[src/rtl/percpu_irq_bank.sv]
module percpu_irq_bank #(
  parameter int NLINES = 32,
  parameter int NCPU   = 4,
  parameter int GROUP  = 8,
  parameter int AW     = 6
) (
  input  logic                    clk,
  input  logic                    rst,
  input  logic                    bus_wr,
  input  logic [AW-1:0]           bus_addr,
  input  logic [NLINES-1:0]       bus_wdata,
  output logic [NLINES-1:0]       bus_rdata,
  input  logic [NLINES-1:0]       line_level,
  input  logic [NLINES-1:0]       line_edge,
  output logic [NCPU*(NLINES/GROUP)-1:0] cpu_irq
);
  localparam int NGRP = NLINES / GROUP;

  logic [NCPU-1:0][NLINES-1:0] cause_q, emask_q, lmask_q, pend;
  logic [1:0] sel_kind, sel_cpu;
  logic       hi_zero, hit;

  assign sel_kind = bus_addr[5:4];
  assign sel_cpu  = bus_addr[3:2];

  if (AW > 6) begin : g_hi
    assign hi_zero = ~|bus_addr[AW-1:6];
  end else begin : g_nohi
    assign hi_zero = 1'b1;
  end

  assign hit = hi_zero && (bus_addr[1:0] == 2'b00) && (sel_kind != 2'd3)
               && (int'(sel_cpu) < NCPU);

  for (genvar c = 0; c < NCPU; c++) begin : g_cpu
    logic mine;
    assign mine = bus_wr && hit && (int'(sel_cpu) == c);

    always_ff @(posedge clk) begin
      if (rst) begin
        cause_q[c] <= '0;
        emask_q[c] <= '0;
        lmask_q[c] <= '0;
      end else begin
        cause_q[c] <= ((mine && sel_kind == 2'd0) ? (cause_q[c] & bus_wdata) : cause_q[c])
                      | line_edge;
        if (mine && sel_kind == 2'd1) emask_q[c] <= bus_wdata;
        if (mine && sel_kind == 2'd2) lmask_q[c] <= bus_wdata;
      end
    end

    assign pend[c] = (line_level & lmask_q[c]) | (cause_q[c] & emask_q[c]);

    for (genvar g = 0; g < NGRP; g++) begin : g_grp
      assign cpu_irq[c*NGRP+g] = |pend[c][g*GROUP +: GROUP];
    end
  end

  always_comb begin
    bus_rdata = '0;
    for (int c = 0; c < NCPU; c++) begin
      if (hit && int'(sel_cpu) == c) begin
        case (sel_kind)
          2'd0:    bus_rdata = cause_q[c];
          2'd1:    bus_rdata = emask_q[c];
          2'd2:    bus_rdata = lmask_q[c];
          default: bus_rdata = '0;
        endcase
      end
    end
  end
endmodule


[config.mk]
export PLATFORM = sky130hd
export DESIGN_NAME = percpu_irq_bank
export DESIGN_NICKNAME = d
export VERILOG_FILES = /design/src/rtl/percpu_irq_bank.sv
export SDC_FILE = /design/constraint.sdc
export NUM_CORES = 1
export LEC_CHECK = 0
export BUFFER_PORTS_ARGS = -buffer_cell sky130_fd_sc_hd__buf_2
export CORE_ASPECT_RATIO = 1.25
export CORE_UTILIZATION = 40
export DETAILED_ROUTE_END_ITERATION = 7
export SLEW_MARGIN = 20
export SYNTH_ARGS = -nofsm -noshare
export SYNTH_HDL_FRONTEND = slang
export SYNTH_SLANG_ARGS = --single-unit
export TNS_END_PERCENT = 100
[constraint.sdc]
create_clock -name clk -period 4.1 [get_ports clk]
set_clock_uncertainty 0.2 [all_clocks]
set_input_delay 1.025 -clock clk [delete_from_list [all_inputs] [get_ports clk]]
set_output_delay 1.025 -clock clk [all_outputs]
set_load 0.01 [all_outputs]
[Yosys cells after proc, flatten, opt, wreduce, memory -nomap -nowiden]
Index checks and enable logic that the tools add are counted.
Word-level totals
  register bits after elaboration: 384
  latch bits: 0
  RAM bits: 0
  bits in read-only memories: 0
  input port bits: 105
  output and inout port bits: 48
  logic and storage cells: 91
  memories kept: 0
Cells by class
  add/sub/neg operators: 0
  $mul: 0
  divide/modulo/power cells: 0
  order comparisons: 0
  equal/unequal tests: 6
  shift operators: 0
  multiplexer cells: 12
  bitwise logic cells: 20
  reduce and logical (&&, ||, !) cells: 41
Operators by type and width (count)
  $and 32x32->32: 12
  $pmux 32 s3: 4
  $mux 32: 8
  $or 32x32->32: 8
  $reduce_or 8->1: 16
  $logic_and 1x1->1: 22
  $eq 2x2->1 const B: 3
  $logic_not 2->1: 3
  $eq 2x1->1 const B: 2
  $ne 2x2->1 const B: 1

[Depth between registers and ports, before layout]
Gate-level depths: netlist (run 1).
  word-level depth: 7
  depth in mapped cells: 8
  depth with buffers taken out: 4

[Least setup slack after synthesis (run 1)]
OpenSTA, ideal clock, no wires.
  kind: input -> output
  start: in bus_addr[4]
  end: out bus_rdata[11]
  data arrival time: 2.195 ns
  required time: 2.875 ns
  setup slack: 0.680 ns
  stages on the path: 5
  buffers on the path: 2
  cell sequence: buf_2 > a211o_1 > or2_1 > clkbuf_1 > o21ai_0
On the way
  longest elaborated chain between the ends: 7
  elaborated cells on any way between the ends: 17
  classes of those cells: eq/ne: 3; mux: 8; reduce/logical: 6
RTL lines
  from (decl): line 10  | input logic [AW-1:0] bus_addr,
  parallel branches: the longest is 6 deep, another holds $pmux 32 s3
  $mux 32 *: line 62  | if (hit && int'(sel_cpu) == c) begin
  to (decl): line 12  | output logic [NLINES-1:0] bus_rdata,
Mark *: on every way between the ends.

[Worst setup path after layout (run 1)]
  start: in bus_addr[4]
  end: out bus_rdata[0]
Same word-level chain as after synthesis.

==> metrics.md, run 1 <==
| Metric | Value |
|---|---|
| Required @ worst endpoint | ~2.9 ns |
| Max-slew headroom | ~40% |
| Nets@finish | 2466 |
| CTS max path bufs | 3 |
| Placed inst area | 19400 um^2 |
| Final setup viols | 0 |
| Fmax | around 260 MHz |
| Detailed Route WL | between 60 and 70 mm |
| First-pass GRT wire length | ~100 mm |
| Worst VDD drop | between 0.3 and 0.4 mV |
| Total Neg Setup Slack | 0 ns |
| Max Cap Violations | 0 |
| Worst-Margin Slew | about 0.9 ns |
| CTS buffer count | 42 |
| Netlist cell types | 28 |
| Fin. Hold Viols | 0 |
| DR vias/cell | 6.06 |
| Ratio of cells with drive above 1 in the final layout | 14.4% |
| Postcts setup bufs | 0 |
| Period minus WS final | between 3 and 4 ns |
| Area leader, netlist | dfxtp_1 |
| Yosys top cell area share | a little over two fifths |
| Chip Width | 192 um |
| Max Slew Vio Count | 0 |
| Initial Utilization | between 40% and 50% |
| Synth top area cells | dfxtp_1, a21oi_1, nand2_1 |
| CTS tree | done |
| CP endpoint kind | primary output |
| Initial antenna violation count | 4 |
| Core area | about 44000 um^2 |
| Seq/Total Area, Yosys | between 40% and 50% |
| Leak | 0.00748 uW |
| Cell area after synthesis | ~18000 um^2 |
| Syn Nets | roughly 2400 |
| Clock Tree Root | clkbuf_16 |
| CTS resizes | 0 |
| RSZ-0062 raised after global routing | false |
| Via count | ~18000 |
| Area growth, synth to finish | 15.9% |
| Skew-Pair Late Insertion Delay | approximately 0.57 ns |
| Fin crit share | between 90% and 100% |
| Total GRT Usage | around 30% |
| Cts hold-fix bufs | 0 |
| Run status | complete, no violations |
| Die footprint | 46100 um^2 |
| Largest net degree at the start of global routing | roughly 130 |
| H-tree levels | 2 |
| Drt initial violations | 1834 |
| # fillers | 4400 |
| I/O pin count | roughly 150 |
| CP startpoint kind | primary input |
| Worst-path clk slew | ~0.060 ns |
| Final HPWL DP | about 47 mm |
| Post-route cell area | approximately 21000 um^2 |
| HP Start | emask_q[58] |
| Reg2Reg Launch Point | cause_q[46] |
| Yosys warns | 0 |
| HP Class | reg -> reg |
| Final ANT Viol Nets | 0 |
| Drt first pass iters | 5 |
| CTS sink count | around 380 |
| Pwr/cell area | around 420 nW/um^2 |
| Worst hold slack | approximately 0.27 ns |
| Vias in the first global route | around 17000 |
| Row Count | 86 |
| Beginning of the critical path | bus_addr[4] |
| Crit path arrival time | between 2 and 3 ns |
| CP Class | in -> out |
| Routability cong. | between 0.9 and 1 |
| Wire per inst | about 24 um |
| Seq cells post-synth | approximately 380 |
| Syn Inst Count | around 2300 |
| Max FO, Critical Path | 46 |
| Port bufs | 152 |
| Avg Cell Area, Syn | approximately 8 um^2 |
| Drt drc | 0 |
| Commonest non-fill, non-tap cell in the layout | nand2_1 |
| Commonest non-fill, non-tap cells in the layout | nand2_1, a21oi_1, dfxtp_1 |
| Die Y | roughly 240 um |
| Grt total ovfl | 0 |
| Final Core Density | between 40% and 50% |
state kept, by name, summed over array words and instances, names as in the netlist:
name,cells
lmask_q,128
emask_q,128
cause_q,128
final cells by class:
| cell class | count | area (um^2) | share of cell area [%] |
|---|---|---|---|
| diodes | 1 | 2.50 | 0.0119 |
| clock buffers | 58 | 1220 | 5.82 |
| clock inverters | 20 | 329 | 1.57 |
| inverters | 99 | 372 | 1.77 |
| multi-input cells | 1614 | 9140 | 43.6 |
| flip-flops and latches | 384 | 7690 | 36.6 |
| well taps | 572 | 716 | 3.41 |
| repair buffers | 220 | 1520 | 7.23 |
synth_stat cells:
master and number:
a211o_1 1, a21oi_1 415, a221oi_1 64, a22o_1 64, and2_0 1, and3_1 8, buf_1 1, buf_2 36
buf_4 16, buf_6 11, clkbuf_1 150, dfxtp_1 384, inv_1 99, mux2i_1 128, nand2_1 517, nand2b_1 31
nand3_1 8, nand4_1 48, nor2_1 33, nor2_2 1, nor2b_1 3, nor3b_2 1, nor4b_4 1, o21ai_0 142
o21ai_1 17, o221ai_1 97, or2_1 1, or2_2 33
power by group:
part | switching, uW | total (uW) | internal [uW]
sequential | 92.0 | 3920 | 3830
clock | 1640 | 4240 | 2600
combinational | 487 | 737 | 250
total | 2220 | 8900 | 6680
per-layer routing:
metal | vias up | global-route usage [%] | routed length [um]
met2 | 843 | 49.5 | 33400
met5 | - | 0 | 35
met1 | 8661 | 37.1 | 27600
li1 | 8261 | - | -
met3 | 223 | 5.08 | 5390
met4 | 6 | 15.1 | 3430
critical path: stages:
cell,delay (ns)
clkbuf_8,0.17
buf_12,0.30
mux2i_1,0.16
o221ai_1,0.21
nand4_1,0.20
nor2_1,0.35
buf_2,0.21
final timing paths:
path | endpoint | slack [ns] | cells after the start
setup / recovery | bus_rdata[0] | 0.20 | 7
hold / removal | emask_q[58] | 0.27 | 2
setup reg to reg | cause_q[46] | 3.13 | 2
hold reg to reg | emask_q[58] | 0.27 | 2
kinds of logic (layout without fill, tap and decap cells):
| logic type | after synthesis | in the layout | share of synthesized area [%] |
|---|---|---|---|
| buf+inv | 313 | 397 | 7.52 |
| compound gates | 800 | 800 | 26.8 |
| other cells | 0 | 1 | 0 |
| flops | 384 | 384 | 42.4 |
| simple gates | 686 | 686 | 16.2 |
| mux | 128 | 128 | 7.07 |
stage by stage:
| stage | cells | setup slack (ns) | total power, uW |
|---|---|---|---|
| detailed placement | 2889 | 0.194 | 4730 |
| global route | 2968 | 0.169 | 9150 |
| CTS | 2967 | 0.184 | 8920 |
| global placement | 2889 | 0.173 | 4710 |
| finish | 2968 | 0.203 | 8900 |
| floorplan | 2311 | 0.680 | 4410 |
(Power assumes the default switching activity.)
==> inputs of run 2 (changes only) <==
--- a/config.mk
+++ b/config.mk
@@ -9,7 +9,6 @@
 export CORE_ASPECT_RATIO = 1.25
 export CORE_UTILIZATION = 40
 export DETAILED_ROUTE_END_ITERATION = 7
-export SLEW_MARGIN = 20
 export SYNTH_ARGS = -nofsm -noshare
 export SYNTH_HDL_FRONTEND = slang
 export SYNTH_SLANG_ARGS = --single-unit
==> constraint.sdc (replaced) <==
create_clock -name clk -period 4.92 [get_ports clk]
set_clock_uncertainty 0.2 [all_clocks]
set_input_delay 1.23 -clock clk [delete_from_list [all_inputs] [get_ports clk]]
set_output_delay 1.23 -clock clk [all_outputs]
set_load 0.01 [all_outputs]
==> run 2 against run 1 <==
Net effect: utilization fell by 0.84 points; register-to-register slack gained 0.79 ns; critical endpoint is now bus_rdata[7]; sequential cell count unchanged.
==> metrics.md, run 2 (synthesis results as in run 1) <==
| Metric | Value |
|---|---|
| Hold depth | 2 (unchanged) |
| Drt first pass iters | 6 (+1) |
| Via count | 17800 (-1.4%) |
| Max FO, Critical Path | 41 (-11%) |
| HP Class | reg -> reg |
| Chip Width | 192 um (unchanged) |
| Run status | complete, no violations |
| Worst reg2reg path endpoint | lmask_q[98] |
| Fin. Hold Viols | 0 (unchanged) |
| CP endpoint kind | primary output |
| Period minus WS final | 4.51 ns |
| Wire per inst | 23.5 um (about the same) |
| CTS resizes | 0 (unchanged) |
| Fmax | between 200 and 250 MHz |
| Postcts setup bufs | 0 (unchanged) |
| Antenna diodes | 0 (-1) |
| R2R depth | 2 (unchanged) |
| DR vias/cell | 6.03 (-0.55%) |
| DP Worst Slack | 0.450 ns (+0.256 ns) |
| Nets@finish | 2445 (-0.85%) |
| Skew-Pair Late Insertion Delay | 0.56 ns (about the same) |
| Crit path arrival time | 3.08 ns (+0.41 ns) |
| Max-slew headroom | 29.9% (-11 points) |
| Worst-path clk slew | 0.06 ns (about the same) |
| Commonest non-fill, non-tap cells in the layout | nand2_1, a21oi_1, dfxtp_1 |
| Largest net degree at the start of global routing | 136 (+7.9%) |
| Initial antenna violation count | 3 (-1) |
| Reg2Reg Launch Point | lmask_q[98] |
| Met2 Use GR | 48.8% (-0.70 points) |
| Final Core Density | 46.5% (-0.84 points) |
| Routability cong. | 0.924 (about the same) |
| RSZ-0062 raised after global routing | false |
| HP Start | lmask_q[13] |
| GRT busiest layer | met2 |
| Die Y | 240 um (unchanged) |
| Fin crit share | between 90% and 100% |
| M3 GR Usage | 4.83% (-0.25 points) |
| Worst VDD drop | 0.382 mV (+9.9%) |
| Max Cap Violations | 0 (unchanged) |
| Max Slew Vio Count | 0 (unchanged) |
| CTS tree | done |
| H-tree levels | 2 (unchanged) |
| First-pass GRT wire length | 103 mm (-1.5%) |
| Detailed Route WL | 69.2 mm (-0.88%) |
| Placed cells | 2868 (-0.73%) |
| Drt drc | 0 (unchanged) |
| Final ANT Viol Nets | 0 (unchanged) |
| Row Count | 86 (unchanged) |
| Clock Tree Root | clkbuf_16 |
| Final HPWL DP | 45.8 mm (-2.0%) |
| Initial Utilization | 40.9% (unchanged) |
| Final non-filler cell total | 2944 (-0.81%) |
| Met1 usage | 37.1% (-0.039 points) |
| Worst-Margin Slew | 1.05 ns (+0.162 ns) |
| Commonest non-fill, non-tap cell in the layout | nand2_1 |
| Area growth, synth to finish | 13.8% |
| R2r setup slk | 3.92 ns (+0.79 ns) |
| Worst Hold End | lmask_q[13] |
| I/O pin count | 153 (unchanged) |
| CP Class | in -> out |
| Final worst slack | 0.415 ns (+0.212 ns) |
| CTS buffer count | 42 (unchanged) |
| Port bufs | 152 (unchanged) |
| Pwr/cell area | 348 nW/um^2 (-18%) |
| CTS sink count | 384 (unchanged) |
| Total GRT Usage | 29.6% (-0.26 points) |
| Core area | 44300 um^2 (unchanged) |
| Overall power | 7180 uW (-19%) |
| Leak | 0.00728 uW (-2.7%) |
| Required @ worst endpoint | 3.49 ns (+0.62 ns) |
| Total Neg Setup Slack | 0 ns (unchanged) |
| Vias in the first global route | 16800 (-3.1%) |
| Cts hold-fix bufs | 0 (unchanged) |
| CP startpoint kind | primary input |
| Drt initial violations | 1877 (+2.3%) |
| Ratio of cells with drive above 1 in the final layout | 13.5% (-0.87 points) |
| Final setup viols | 0 (unchanged) |
| CTS max path bufs | 3 (unchanged) |
| Grt total ovfl | 0 (unchanged) |
| Die footprint | 46100 um^2 (unchanged) |
| Top Registers | cause_q (128), emask_q (128), lmask_q (128) |
==> run 2: area by class of cell <==
type | instances | area [um^2]
Clock buffer | 62 | 1300
Sequential cell | 384 | 7690
Inverter | 99 | 372
Clock inverter | 14 | 153
Tap cell | 572 | 716
Multi-Input combinational cell | 1614 | 9140
Timing Repair Buffer | 199 | 1250
Fill cell | 4385 | 23700
==> run 2: worst max path at each step <==
stage                           start       endpoint  slack [ns]  cells past startpoint
final                     bus_addr[4]   bus_rdata[7]        0.41                      7
after detailed placement  bus_addr[4]   bus_rdata[4]        0.45                      7
after global routing      bus_addr[4]   bus_rdata[8]        0.33                      7
after CTS                 bus_addr[4]   bus_rdata[4]        0.45                      7
after floorplan           bus_addr[4]  bus_rdata[11]        1.09                      5
after global placement    bus_addr[4]   bus_rdata[7]        0.51                      7
==> run 2: critical path, cell delays in order <==
cell and delay [ns]:
clkbuf_8 0.28, nand2b_4 0.52, buf_4 0.37, o221ai_1 0.16, nand4_1 0.13, o21ai_0 0.15, buf_2 0.18
==> run 2: power breakdown <==
part | internal (uW) | switching [uW]
clock | 1990 | 1330
combinational | 197 | 400
sequential | 3190 | 78.3
==> run 2: per-layer routing <==
| layer | part of all wire [%] | wire length [um] | vias to the layer above |
|---|---|---|---|
| li1 | - | - | 8216 |
| met1 | 40 | 27400 | 8470 |
| met2 | 48 | 33000 | 875 |
| met3 | 8.0 | 5560 | 184 |
| met4 | 4.7 | 3280 | 6 |
| met5 | 0.046 | 32 | - |
==> run 2: per-stage QoR <==
| step | hold slack (ns) | area (um^2) |
|---|---|---|
| after detailed placement | 0.261 | 19200 |
| after CTS | 0.269 | 20600 |
| after floorplan | 0.249 | 18100 |
| after global routing | 0.283 | 20600 |
| final | 0.270 | 20600 |
| after global placement | 0.255 | 19200 |
==> inputs of run 3 (changes only) <==
--- a/config.mk
+++ b/config.mk
@@ -9,6 +9,7 @@
 export CORE_ASPECT_RATIO = 1.25
 export CORE_UTILIZATION = 40
 export DETAILED_ROUTE_END_ITERATION = 7
+export REMOVE_ABC_BUFFERS = 1
 export SYNTH_ARGS = -nofsm -noshare
 export SYNTH_HDL_FRONTEND = slang
 export SYNTH_SLANG_ARGS = --single-unit
==> run 3 against run 2 <==
Net effect: first-iteration DRC count stayed put; non-clock buffer count is 3 lower; register-to-register slack better by 0.03 ns; critical path type unchanged; largest power group is now registers; highest routed layer unchanged.
==> metrics.md, run 3 (synthesis results as in run 1) <==
| Metric | Value |
|---|---|
| Chip Width | 192 um (unchanged) |
| Routability cong. | 0.906 (-1.9%) |
| Worst reg2reg path endpoint | cause_q[92] |
| CP startpoint kind | primary input |
| Leak | 0.00721 uW (-0.97%) |
| Worst path cell trace | buf_2, or2_2, o221ai_1, nand4_1, o21ai_0, buf_2 |
| Area growth, synth to finish | 13.0% |
| Row Count | 86 (unchanged) |
| Required @ worst endpoint | 3.49 ns (about the same) |
| Final setup viols | 0 (unchanged) |
| Hold depth | 2 (unchanged) |
| I/O pin count | 153 (unchanged) |
| Postcts setup bufs | 0 (unchanged) |
| CTS max path bufs | 3 (unchanged) |
| Pwr/cell area | 344 nW/um^2 (-1.4%) |
| Nets@finish | 2439 (-0.25%) |
| Via count | 17800 (+0.54%) |
| Run status | complete, no violations |
| Final worst slack | 0.225 ns (-0.190 ns) |
| Reg2Reg Launch Point | cause_q[92] |
| Worst-path clk slew | 0.06 ns (about the same) |
| Initial antenna violation count | 1 (-2) |
| CP most frequent cell | buf_2 |
| Max FO, Critical Path | 30 (-27%) |
| Multi-input gate area in the final layout | 9140 um^2 (about the same) |
| Sw power | 1770 uW (-1.8%) |
| R2R depth | 2 (unchanged) |
| FF+latch area | 7690 um^2 (unchanged) |
| Final HPWL DP | 45.0 mm (-1.7%) |
| Fmax | 213 MHz (-4.0%) |
| Detailed Route WL | 70.3 mm (+1.7%) |
| Worst Hold End | emask_q[87] |
| Max Cap Violations | 0 (unchanged) |
| Drt initial violations | 1877 (unchanged) |
| Commonest non-fill, non-tap cells in the layout | nand2_1, a21oi_1, dfxtp_1 |
| HP Start | emask_q[87] |
| Vias in the first global route | 16900 (+0.95%) |
| Max-slew headroom | 29.0% (-0.91 points) |
| Max incr delay on CP | 0.87 ns (+0.35 ns) |
| CTS buffer count | 39 (-7.1%) |
| Drt drc | 0 (unchanged) |
| Top Registers | cause_q (128), emask_q (128), lmask_q (128) |
| Die Y | 240 um (unchanged) |
| Clock Tree Root | clkbuf_16 |
| R2r setup slk | 3.95 ns (+0.03 ns) |
| Ratio of cells with drive above 1 in the final layout | 13.1% (-0.40 points) |
| Wire per inst | 24.0 um (+2.1%) |
| Worst VDD drop | 0.284 mV (-25%) |
| CP endpoint kind | primary output |
| Placed cells | 2865 (-0.10%) |
| Largest net degree at the start of global routing | 114 (-16%) |
| HP Class | reg -> reg |
| CTS sink count | 384 (unchanged) |
| Initial Utilization | 40.9% (unchanged) |
| CP Class | in -> out |
| CTS resizes | 0 (unchanged) |
| First-pass GRT wire length | 104 mm (+1.6%) |
| Fin. Hold Viols | 0 (unchanged) |
| # fillers | 4399 (+0.32%) |
| Switching Share | 25.2% (+0.070 points) |
| Seq pwr share | 46.5% (+0.9 points) |
| CTS tree | done |
| Beginning of the critical path | bus_addr[3] |
| Critical path's slowest cell | or2_2 |
| Core area | 44300 um^2 (unchanged) |
| Worst-Margin Slew | 1.06 ns (+0.0137 ns) |
| Max Slew Vio Count | 0 (unchanged) |
| Total GRT Usage | 30.1% (+0.43 points) |
| Pint | 5260 uW (-2.1%) |
| RSZ-0062 raised after global routing | false |
| Combinational share of power | 8.5% (+0.2 points) |
| Skew-Pair Late Insertion Delay | 0.55 ns (about the same) |
| Drt first pass iters | 8 (+2) |
| DP Worst Slack | 0.302 ns (-0.148 ns) |
| Die footprint | 46100 um^2 (unchanged) |
| H-tree levels | 2 (unchanged) |
| Crit path arrival time | 3.27 ns (+0.19 ns) |
| Period minus WS final | 4.70 ns (+0.190 ns) |
| Worst hold slack | 0.273 ns (+0.00253 ns) |
| Grt total ovfl | 0 (unchanged) |
| Final ANT Viol Nets | 0 (unchanged) |
| Final non-filler cell total | 2933 (-0.37%) |
| DR vias/cell | 6.08 (+0.91%) |
| Port bufs | 152 (unchanged) |
| Cts hold-fix bufs | 0 (unchanged) |
| Commonest non-fill, non-tap cell in the layout | nand2_1 |
| Clock Power Share | 45.0% (-1.1 points) |
| Fin crit share | 95.4% (+3.9 points) |
[run 3: changes by cell type in the layout (fill, tap and decap cells not counted), sizes merged]
cell	previous run	this run
buf	198	195
bufinv	3	5
clkbuf	63	56
clkinv	8	7
clkinvlp	3	0
diode	0	1
[run 3: layout make-up]
cell class / instances / area share (%)
Inverter: 99 / 1.81
Clock buffer: 55 / 5.56
Multi-Input combinational cell: 1614 / 44.6
Tap cell: 572 / 3.50
Antenna cell: 1 / 0.0122
Sequential cell: 384 / 37.5
Timing Repair Buffer: 196 / 5.98
Clock inverter: 12 / 0.941
[run 3: worst max-delay path by stage]
stage / endpoint / slack, ns
after detailed placement: bus_rdata[28] / 0.30
final: bus_rdata[5] / 0.22
after global routing: bus_rdata[11] / 0.22
after global placement: bus_rdata[10] / 0.33
after floorplan: bus_rdata[30] / -0.05
after CTS: bus_rdata[28] / 0.32
[run 3: power by group through the flow]
stage	clock network, uW	logic [uW]	registers [uW]
floorplan	0	246	3300
global placement	0	576	3330
detailed placement	0	585	3340
CTS	3200	587	3270
global route	3320	636	3280
finish	3170	598	3270
[run 3: metrics by stage]
step                cell area (um^2)  util [%]  setup TNS (ns)  total power [uW]
floorplan                      17100         -          -0.215              3550
global placement               19100      43.2               0              3910
detailed placement             19100      43.2               0              3920
CTS                            20500      46.2               0              7050
global route                   20500      46.2               0              7230
finish                         20500      46.2               0              7030
[run 3: layer usage]
layer	vias up	GRT usage [%]	part of all wire, %
met5	-	0	0.013
met4	2	16.6	5.4
met3	227	4.96	8.0
met2	914	49.1	47
met1	8511	37.4	39
li1	8192	-	-
[run 3: critical path: cells and delay by family]
| kind | cells | cell delay [ns] |
|---|---|---|
| and+or+nand+nor | 2 | 1.01 |
| AOI/OAI and AO/OA | 2 | 0.38 |
| buffers and inverters | 2 | 0.61 |
